**config.mk**
```make
export PLATFORM = sky130hd
export DESIGN_NAME = pwm_quad
export DESIGN_NICKNAME = d
export VERILOG_FILES = /design/src/rtl/pwm_quad_pkg.sv /design/src/rtl/pwm_prescaler.sv /design/src/rtl/pwm_counter.sv /design/src/rtl/pwm_shadow.sv /design/src/rtl/pwm_channel.sv /design/src/rtl/pwm_quad.sv
export SDC_FILE = /design/constraint.sdc
export NUM_CORES = 1
export LEC_CHECK = 0
export BUFFER_PORTS_ARGS = -buffer_cell sky130_fd_sc_hd__buf_2
export CAP_MARGIN = 20
export CORE_MARGIN = 2
export CORE_UTILIZATION = 64
export DETAILED_ROUTE_END_ITERATION = 10
export PLACE_DENSITY = 0.93
export SYNTH_ARGS = -nofsm -noshare
export SYNTH_HDL_FRONTEND = slang
export SYNTH_HIERARCHICAL = 1
export SYNTH_SLANG_ARGS = --single-unit
```
**constraint.sdc**
```tcl
create_clock -name clk -period 8.5 [get_ports clk]
set_input_delay 1.275 -clock clk [delete_from_list [all_inputs] [get_ports clk]]
set_output_delay 1.275 -clock clk [all_outputs]
set_load 0.01 [all_outputs]
```
**src/rtl/pwm_quad_pkg.sv**
```systemverilog
package pwm_quad_pkg;

  typedef enum logic {
    DIR_UP   = 1'b0,
    DIR_DOWN = 1'b1
  } cnt_dir_e;

  localparam int unsigned DEF_CHANNELS  = 4;
  localparam int unsigned DEF_VAL_W     = 15;
  localparam int unsigned DEF_PRESC_W   = 3;
  localparam int unsigned DEF_RESET_TOP = 1000;

endpackage

```
**src/rtl/pwm_prescaler.sv**
```systemverilog
module pwm_prescaler #(
  parameter int PW = 3
) (
  input  logic          clk,
  input  logic          rst_n,
  input  logic          en,
  input  logic [PW-1:0] code,
  output logic          tick
);
  localparam int CW = (1 << PW) - 1;

  logic [CW-1:0] phase;
  logic [CW-1:0] mask;

  // low 'code' bits of the mask are set; a tick fires when they all are set in phase
  always_comb begin
    for (int i = 0; i < CW; i++) begin
      mask[i] = (PW'(i) < code);
    end
  end

  assign tick = en && ((phase & mask) == mask);

  always_ff @(posedge clk) begin
    if (!rst_n) begin
      phase <= '0;
    end else if (en) begin
      phase <= phase + CW'(1);
    end
  end
endmodule

```
**src/rtl/pwm_counter.sv**
```systemverilog
module pwm_counter
  import pwm_quad_pkg::*;
#(
  parameter int VW = 15
) (
  input  logic          clk,
  input  logic          rst_n,
  input  logic          tick,
  input  logic          center,
  input  logic [VW-1:0] top,
  output logic [VW-1:0] cnt,
  output logic          boundary
);
  cnt_dir_e      dir, dir_n;
  logic [VW-1:0] cnt_n;

  always_comb begin
    cnt_n    = cnt;
    dir_n    = dir;
    boundary = 1'b0;
    if (tick) begin
      if (!center) begin
        dir_n = DIR_UP;
        if (cnt >= top) begin
          cnt_n    = '0;
          boundary = 1'b1;
        end else begin
          cnt_n = cnt + VW'(1);
        end
      end else if (dir == DIR_UP) begin
        if (cnt >= top) begin
          if (top <= VW'(1)) begin
            cnt_n    = '0;
            boundary = 1'b1;
          end else begin
            cnt_n = top - VW'(1);
            dir_n = DIR_DOWN;
          end
        end else begin
          cnt_n = cnt + VW'(1);
        end
      end else begin
        if (cnt <= VW'(1)) begin
          cnt_n    = '0;
          dir_n    = DIR_UP;
          boundary = 1'b1;
        end else begin
          cnt_n = cnt - VW'(1);
        end
      end
    end
  end

  always_ff @(posedge clk) begin
    if (!rst_n) begin
      cnt <= '0;
      dir <= DIR_UP;
    end else begin
      cnt <= cnt_n;
      dir <= dir_n;
    end
  end
endmodule

```
**src/rtl/pwm_shadow.sv**
```systemverilog
module pwm_shadow #(
  parameter int CH        = 4,
  parameter int VW        = 15,
  parameter int RESET_TOP = 1000
) (
  input  logic                   clk,
  input  logic                   rst_n,
  input  logic                   smp_valid,
  output logic                   smp_ready,
  input  logic [CH*(VW+1)-1:0]   smp_data,
  input  logic                   wave_in,
  input  logic [VW:0]            top_in,
  input  logic                   boundary,
  output logic [CH-1:0][VW-1:0]  cmp_act,
  output logic [VW-1:0]          top_act
);
  localparam int FW = VW + 1;

  function automatic logic [VW-1:0] clamp_top(input logic [FW-1:0] v);
    return v[FW-1] ? {VW{1'b1}} : v[VW-1:0];
  endfunction

  logic [CH-1:0][VW-1:0] fld_cmp;
  logic [CH-1:0]         msb_unused;
  logic [CH-1:0][VW-1:0] shd_cmp;
  logic [VW-1:0]         shd_top;
  logic                  shd_wave;
  logic                  pending;
  logic                  wave_act;
  logic                  accept;

  always_comb begin
    for (int i = 0; i < CH; i++) begin
      fld_cmp[i]    = smp_data[i*FW +: VW];
      msb_unused[i] = smp_data[i*FW + VW];
    end
  end

  assign smp_ready = !pending;
  assign accept    = smp_valid && !pending;

  always_ff @(posedge clk) begin
    if (!rst_n) begin
      pending  <= 1'b0;
      wave_act <= 1'b0;
      shd_cmp  <= '0;
      shd_top  <= '0;
      shd_wave <= 1'b0;
      cmp_act  <= '0;
      top_act  <= VW'(RESET_TOP);
    end else begin
      if (accept) begin
        shd_cmp  <= fld_cmp;
        shd_top  <= clamp_top(smp_data[(CH-1)*FW +: FW]);
        shd_wave <= wave_in;
        pending  <= 1'b1;
      end else if (boundary) begin
        pending  <= 1'b0;
      end

      if (boundary) begin
        if (pending) begin
          cmp_act  <= shd_cmp;
          wave_act <= shd_wave;
          if (shd_wave) begin
            cmp_act[CH-1] <= '0;
            top_act       <= shd_top;
          end else begin
            top_act <= clamp_top(top_in);
          end
        end else if (!wave_act) begin
          top_act <= clamp_top(top_in);
        end
      end
    end
  end
endmodule

```
**src/rtl/pwm_channel.sv**
```systemverilog
module pwm_channel #(
  parameter int VW = 15
) (
  input  logic          clk,
  input  logic          rst_n,
  input  logic          en,
  input  logic [VW-1:0] cnt,
  input  logic [VW-1:0] cmp,
  output logic          out
);
  always_ff @(posedge clk) begin
    if (!rst_n) begin
      out <= 1'b0;
    end else if (en) begin
      out <= (cnt < cmp);
    end
  end
endmodule

```
**src/rtl/pwm_quad.sv**
```systemverilog
module pwm_quad
  import pwm_quad_pkg::*;
#(
  parameter int CHANNELS  = DEF_CHANNELS,
  parameter int VW        = DEF_VAL_W,
  parameter int PW        = DEF_PRESC_W,
  parameter int RESET_TOP = DEF_RESET_TOP
) (
  input  logic                       clk,
  input  logic                       rst_n,
  input  logic                       en,
  input  logic                       center,
  input  logic [PW-1:0]              presc,
  input  logic [VW:0]                top_in,
  input  logic                       wave_mode,
  input  logic                       smp_valid,
  output logic                       smp_ready,
  input  logic [CHANNELS*(VW+1)-1:0] smp_data,
  output logic [CHANNELS-1:0]        pwm_out,
  output logic                       period_end
);
  logic                        tick;
  logic                        boundary;
  logic [VW-1:0]               cnt;
  logic [VW-1:0]               top_act;
  logic [CHANNELS-1:0][VW-1:0] cmp_act;

  pwm_prescaler #(.PW(PW)) u_div (
    .clk  (clk),
    .rst_n(rst_n),
    .en   (en),
    .code (presc),
    .tick (tick)
  );

  pwm_counter #(.VW(VW)) u_cnt (
    .clk     (clk),
    .rst_n   (rst_n),
    .tick    (tick),
    .center  (center),
    .top     (top_act),
    .cnt     (cnt),
    .boundary(boundary)
  );

  pwm_shadow #(.CH(CHANNELS), .VW(VW), .RESET_TOP(RESET_TOP)) u_shd (
    .clk      (clk),
    .rst_n    (rst_n),
    .smp_valid(smp_valid),
    .smp_ready(smp_ready),
    .smp_data (smp_data),
    .wave_in  (wave_mode),
    .top_in   (top_in),
    .boundary (boundary),
    .cmp_act  (cmp_act),
    .top_act  (top_act)
  );

  for (genvar g = 0; g < CHANNELS; g++) begin : g_ch
    pwm_channel #(.VW(VW)) u_ch (
      .clk  (clk),
      .rst_n(rst_n),
      .en   (en),
      .cnt  (cnt),
      .cmp  (cmp_act[g]),
      .out  (pwm_out[g])
    );
  end

  always_ff @(posedge clk) begin
    if (!rst_n) begin
      period_end <= 1'b0;
    end else begin
      period_end <= boundary;
    end
  end
endmodule

```
==> flow_summary.json <==
{
  "wl_per_cell_um": 16.8,
  "vias": 8712,
  "ff2ff_setup_slack_ps": 4350,
  "critPathMaxFanout": 48,
  "cts-root-buf": "clkbuf_16",
  "cts_max_path_buffers": 2,
  "p_per_area_nw_per_um2": 168,
  "synth_top_area_cell": "dfxtp_1",
  "synth_xor_area_share_pct": 2.17,
  "drive_gt1_share_pct": 12.2,
  "die_y_um": 127,
  "slew_violations": 0,
  "grt_max_degree": 87,
  "start_kind": "input pin",
  "dr.pass1.iters": 6,
  "synth-compound-area-share_pct": 22.6,
  "cap_violations": 0,
  "holdBufCountCts": 0,
  "endpoint_kind": "flip-flop",
  "fin_tns_setup_ps": 0,
  "cp_data_arrival_time_ps": 4920,
  "synth.top_cell.area_share_pct": 37.3,
  "avgSynthCellArea_um2": 8.29,
  "ys_seq_elements": 181,
  "first_global_vias": 8280,
  "hpwl_mm": 15.8,
  "clk_pin_slew_ps": 60,
  "placementRows": 45,
  "min_period_over_period_pct": 54.1,
  "worst_ir_drop_vdd_mv": 0.137,
  "synthAdderAreaFrac_pct": 9.93,
  "setup_viol": 0,
  "grt_usage_pct": 29.8,
  "yosys-top-cells-count": "267 x nand2_1, 181 x dfxtp_1, 91 x inv_1",
  "synthMuxAreaShare_pct": 0.335,
  "power.total_uw": 1790,
  "fin_crit_ps": 4600,
  "synth_nets": 1337,
  "place_congestion": 0.927,
  "antenna_found_initial": 0,
  "initial_utilization_pct": 64.5,
  "hold_ws_ps": 450,
  "postSynth.asyncResetShare_pct": 0,
  "synth_top_family_by_area": "compound AO/OA/AOI/OAI gates",
  "crit_top_cell": "a21oi_1",
  "synthTopCellsByArea": "dfxtp_1 37%, nand2_1 10%, ha_1 9.9%, a21boi_1 6.3%, inv_1 3.5%",
  "slowest_stage": "and2_1",
  "crit_family": "simple AND/OR/NAND/NOR gates",
  "p_leak_uw": 0.00427,
  "timing.fmax_mhz": 217,
  "required_ps": 8820,
  "place_ws_ps": 3590,
  "final_net_count": 1388,
  "clk_latency_ps": 430,
  "max_stage_delay_ps": 630,
  "port_buffers": 91,
  "ys.flop_type": "dfxtp_1",
  "yosysWarnings": 6,
  "antenna_cells": 0,
  "dieArea_um2": 16200,
  "yosysMostFrequentCell": "nand2_1",
  "cts_setup_buffers": 0,
  "ys_seq_area_share_pct": 37.3,
  "core_area_um2": 15000,
  "synthSimpleGateAreaFrac_pct": 20.4,
  "skew_ps": 6.15,
  "hold_violations": 0,
  "remaining_drc_errors": 0,
  "cts-htree-levels": 4,
  "syn_to_final_growth_pct": 9.97,
  "synth_cell_types": 71,
  "grt_overflow": 0,
  "cts_resized": 0,
  "avgViaCountPerCell": 6.13,
  "worstPathCellList": "buf_2, or2b_1, a21oi_1, a41oi_1, a21oi_1, inv_1, a41o_1, a21oi_1, buf_4, nand2_2, and2_1, a22o_1",
  "worst_pin_slew_ps": 952,
  "io_pins": 95,
  "drtIter0Drc": 829,
  "path_class": "input pin to flip-flop",
  "rsz0062_at_grt": "false",
  "setup_ws_ps": 3900,
  "synth_edf_count": 0,
  "cts_buffers": 17,
  "die_w_um": 127,
  "wirelength_mm": 23.9,
  "drtAntennaViolNets": 0,
  "clock-sinks": 181,
  "status": "finished, final reports clean",
  "syn_area_um2": 9700,
  "slew_headroom_pct": 36.3,
  "synthCells": 1171,
  "grt_pass1_wl_mm": 38.9,
  "cts_tree": "yes",
  "crit_buf_inv": 3,
  "hp-class": "flip-flop to flip-flop"
}
-- path summary, 6_finish.rpt --
path	start	end	depth (start not counted)
hold reg to reg	u_shd/shd_cmp[10]$_SDFFE_PN0P_	u_shd/cmp_act[10]$_SDFFE_PN0P_	2
setup / recovery	en	u_shd/cmp_act[51]$_SDFFE_PN0P_	12
hold / removal	u_shd/shd_cmp[10]$_SDFFE_PN0P_	u_shd/cmp_act[10]$_SDFFE_PN0P_	2
setup reg to reg	u_cnt/cnt[4]$_SDFFE_PN0P_	u_shd/cmp_act[51]$_SDFFE_PN0P_	10
-- stage by stage --
stage          utilization [%]  instance area [um^2]  std cells
2_1_floorplan                -                  9700       1171
3_3_place_gp              67.1                 10100       1391
3_5_place_dp              67.1                 10100       1391
4_1_cts                   71.0                 10700       1421
5_1_grt                   71.0                 10700       1421
6_report                  71.0                 10700       1421
-- layout make-up --
class,instances,area [um^2]
Tap cell,188,235
Sequential cell,181,3620
Timing Repair Buffer,96,495
Inverter,91,342
Clock buffer,22,464
Multi-Input combinational cell,835,5390
Fill cell,1066,4360
Clock inverter,8,125
-- report_power, final --
group          leakage (uW)  switching (uW)  internal [uW]
clock network      0.000286             312            475
logic               0.00251            66.1           49.5
registers           0.00147            20.1            872
-- routing by layer --
| layer | vias to the layer above | share of wire (%) | global-route usage [%] |
|---|---|---|---|
| met2 | 413 | 48 | 49.7 |
| met5 | - | 0 | 0 |
| met1 | 4052 | 40 | 37.7 |
| li1 | 4145 | - | - |
| met3 | 102 | 8.4 | 6.24 |
| met4 | 0 | 4.0 | 12.9 |
-- tightest hold or removal path: cells and delay by family (launching register included) --
family / cells / cell delay, ps
flip-flops: 1 / 310
AND/OR/NAND/NOR: 1 / 50
AO/OA/AOI/OAI: 1 / 50
-- sequential cells by signal, summed over array words and instances (netlist names), 4 cells and up --
name	count
u_shd/shd_cmp	60
g_ch.u_ch/out	4
u_shd/cmp_act	60
u_div/phase	7
u_cnt/cnt	15
u_shd/top_act	15
u_shd/shd_top	15
-- logic make-up after synthesis --
family / Yosys count
simple gates: 430
compound gates: 301
flops: 181
buf+inv: 155
fa+ha+maj: 77
xor+xnor: 24
mux: 3
-- cells in the final DEF, fill, tap and decap left out, drive strengths merged, types with 4 or more instances in the layout --
cell type | netlist | final
nor3b | 16 | 16
o2bb2ai | 4 | 4
a21oi | 35 | 35
o2111ai | 5 | 5
o21a | 10 | 10
nor4 | 7 | 7
a21o | 7 | 7
buf | 38 | 96
a31oi | 6 | 6
and3 | 6 | 6
nor3 | 28 | 28
nand2b | 9 | 9
dfxtp | 181 | 181
nand2 | 269 | 269
nor2 | 33 | 33
a22o | 16 | 16
nand3 | 11 | 11
nand3b | 5 | 5
a211o | 9 | 9
o21ai | 34 | 34
and2 | 14 | 14
nand4 | 15 | 15
xnor2 | 16 | 16
and4 | 6 | 6
xor2 | 8 | 8
o22ai | 15 | 15
inv | 91 | 92
clkbuf | 26 | 22
ha | 77 | 77
o221a | 4 | 4
o211ai | 10 | 10
a21boi | 110 | 110
o221ai | 9 | 9
a211oi | 11 | 11
Power figures use the tool's default switching activity.
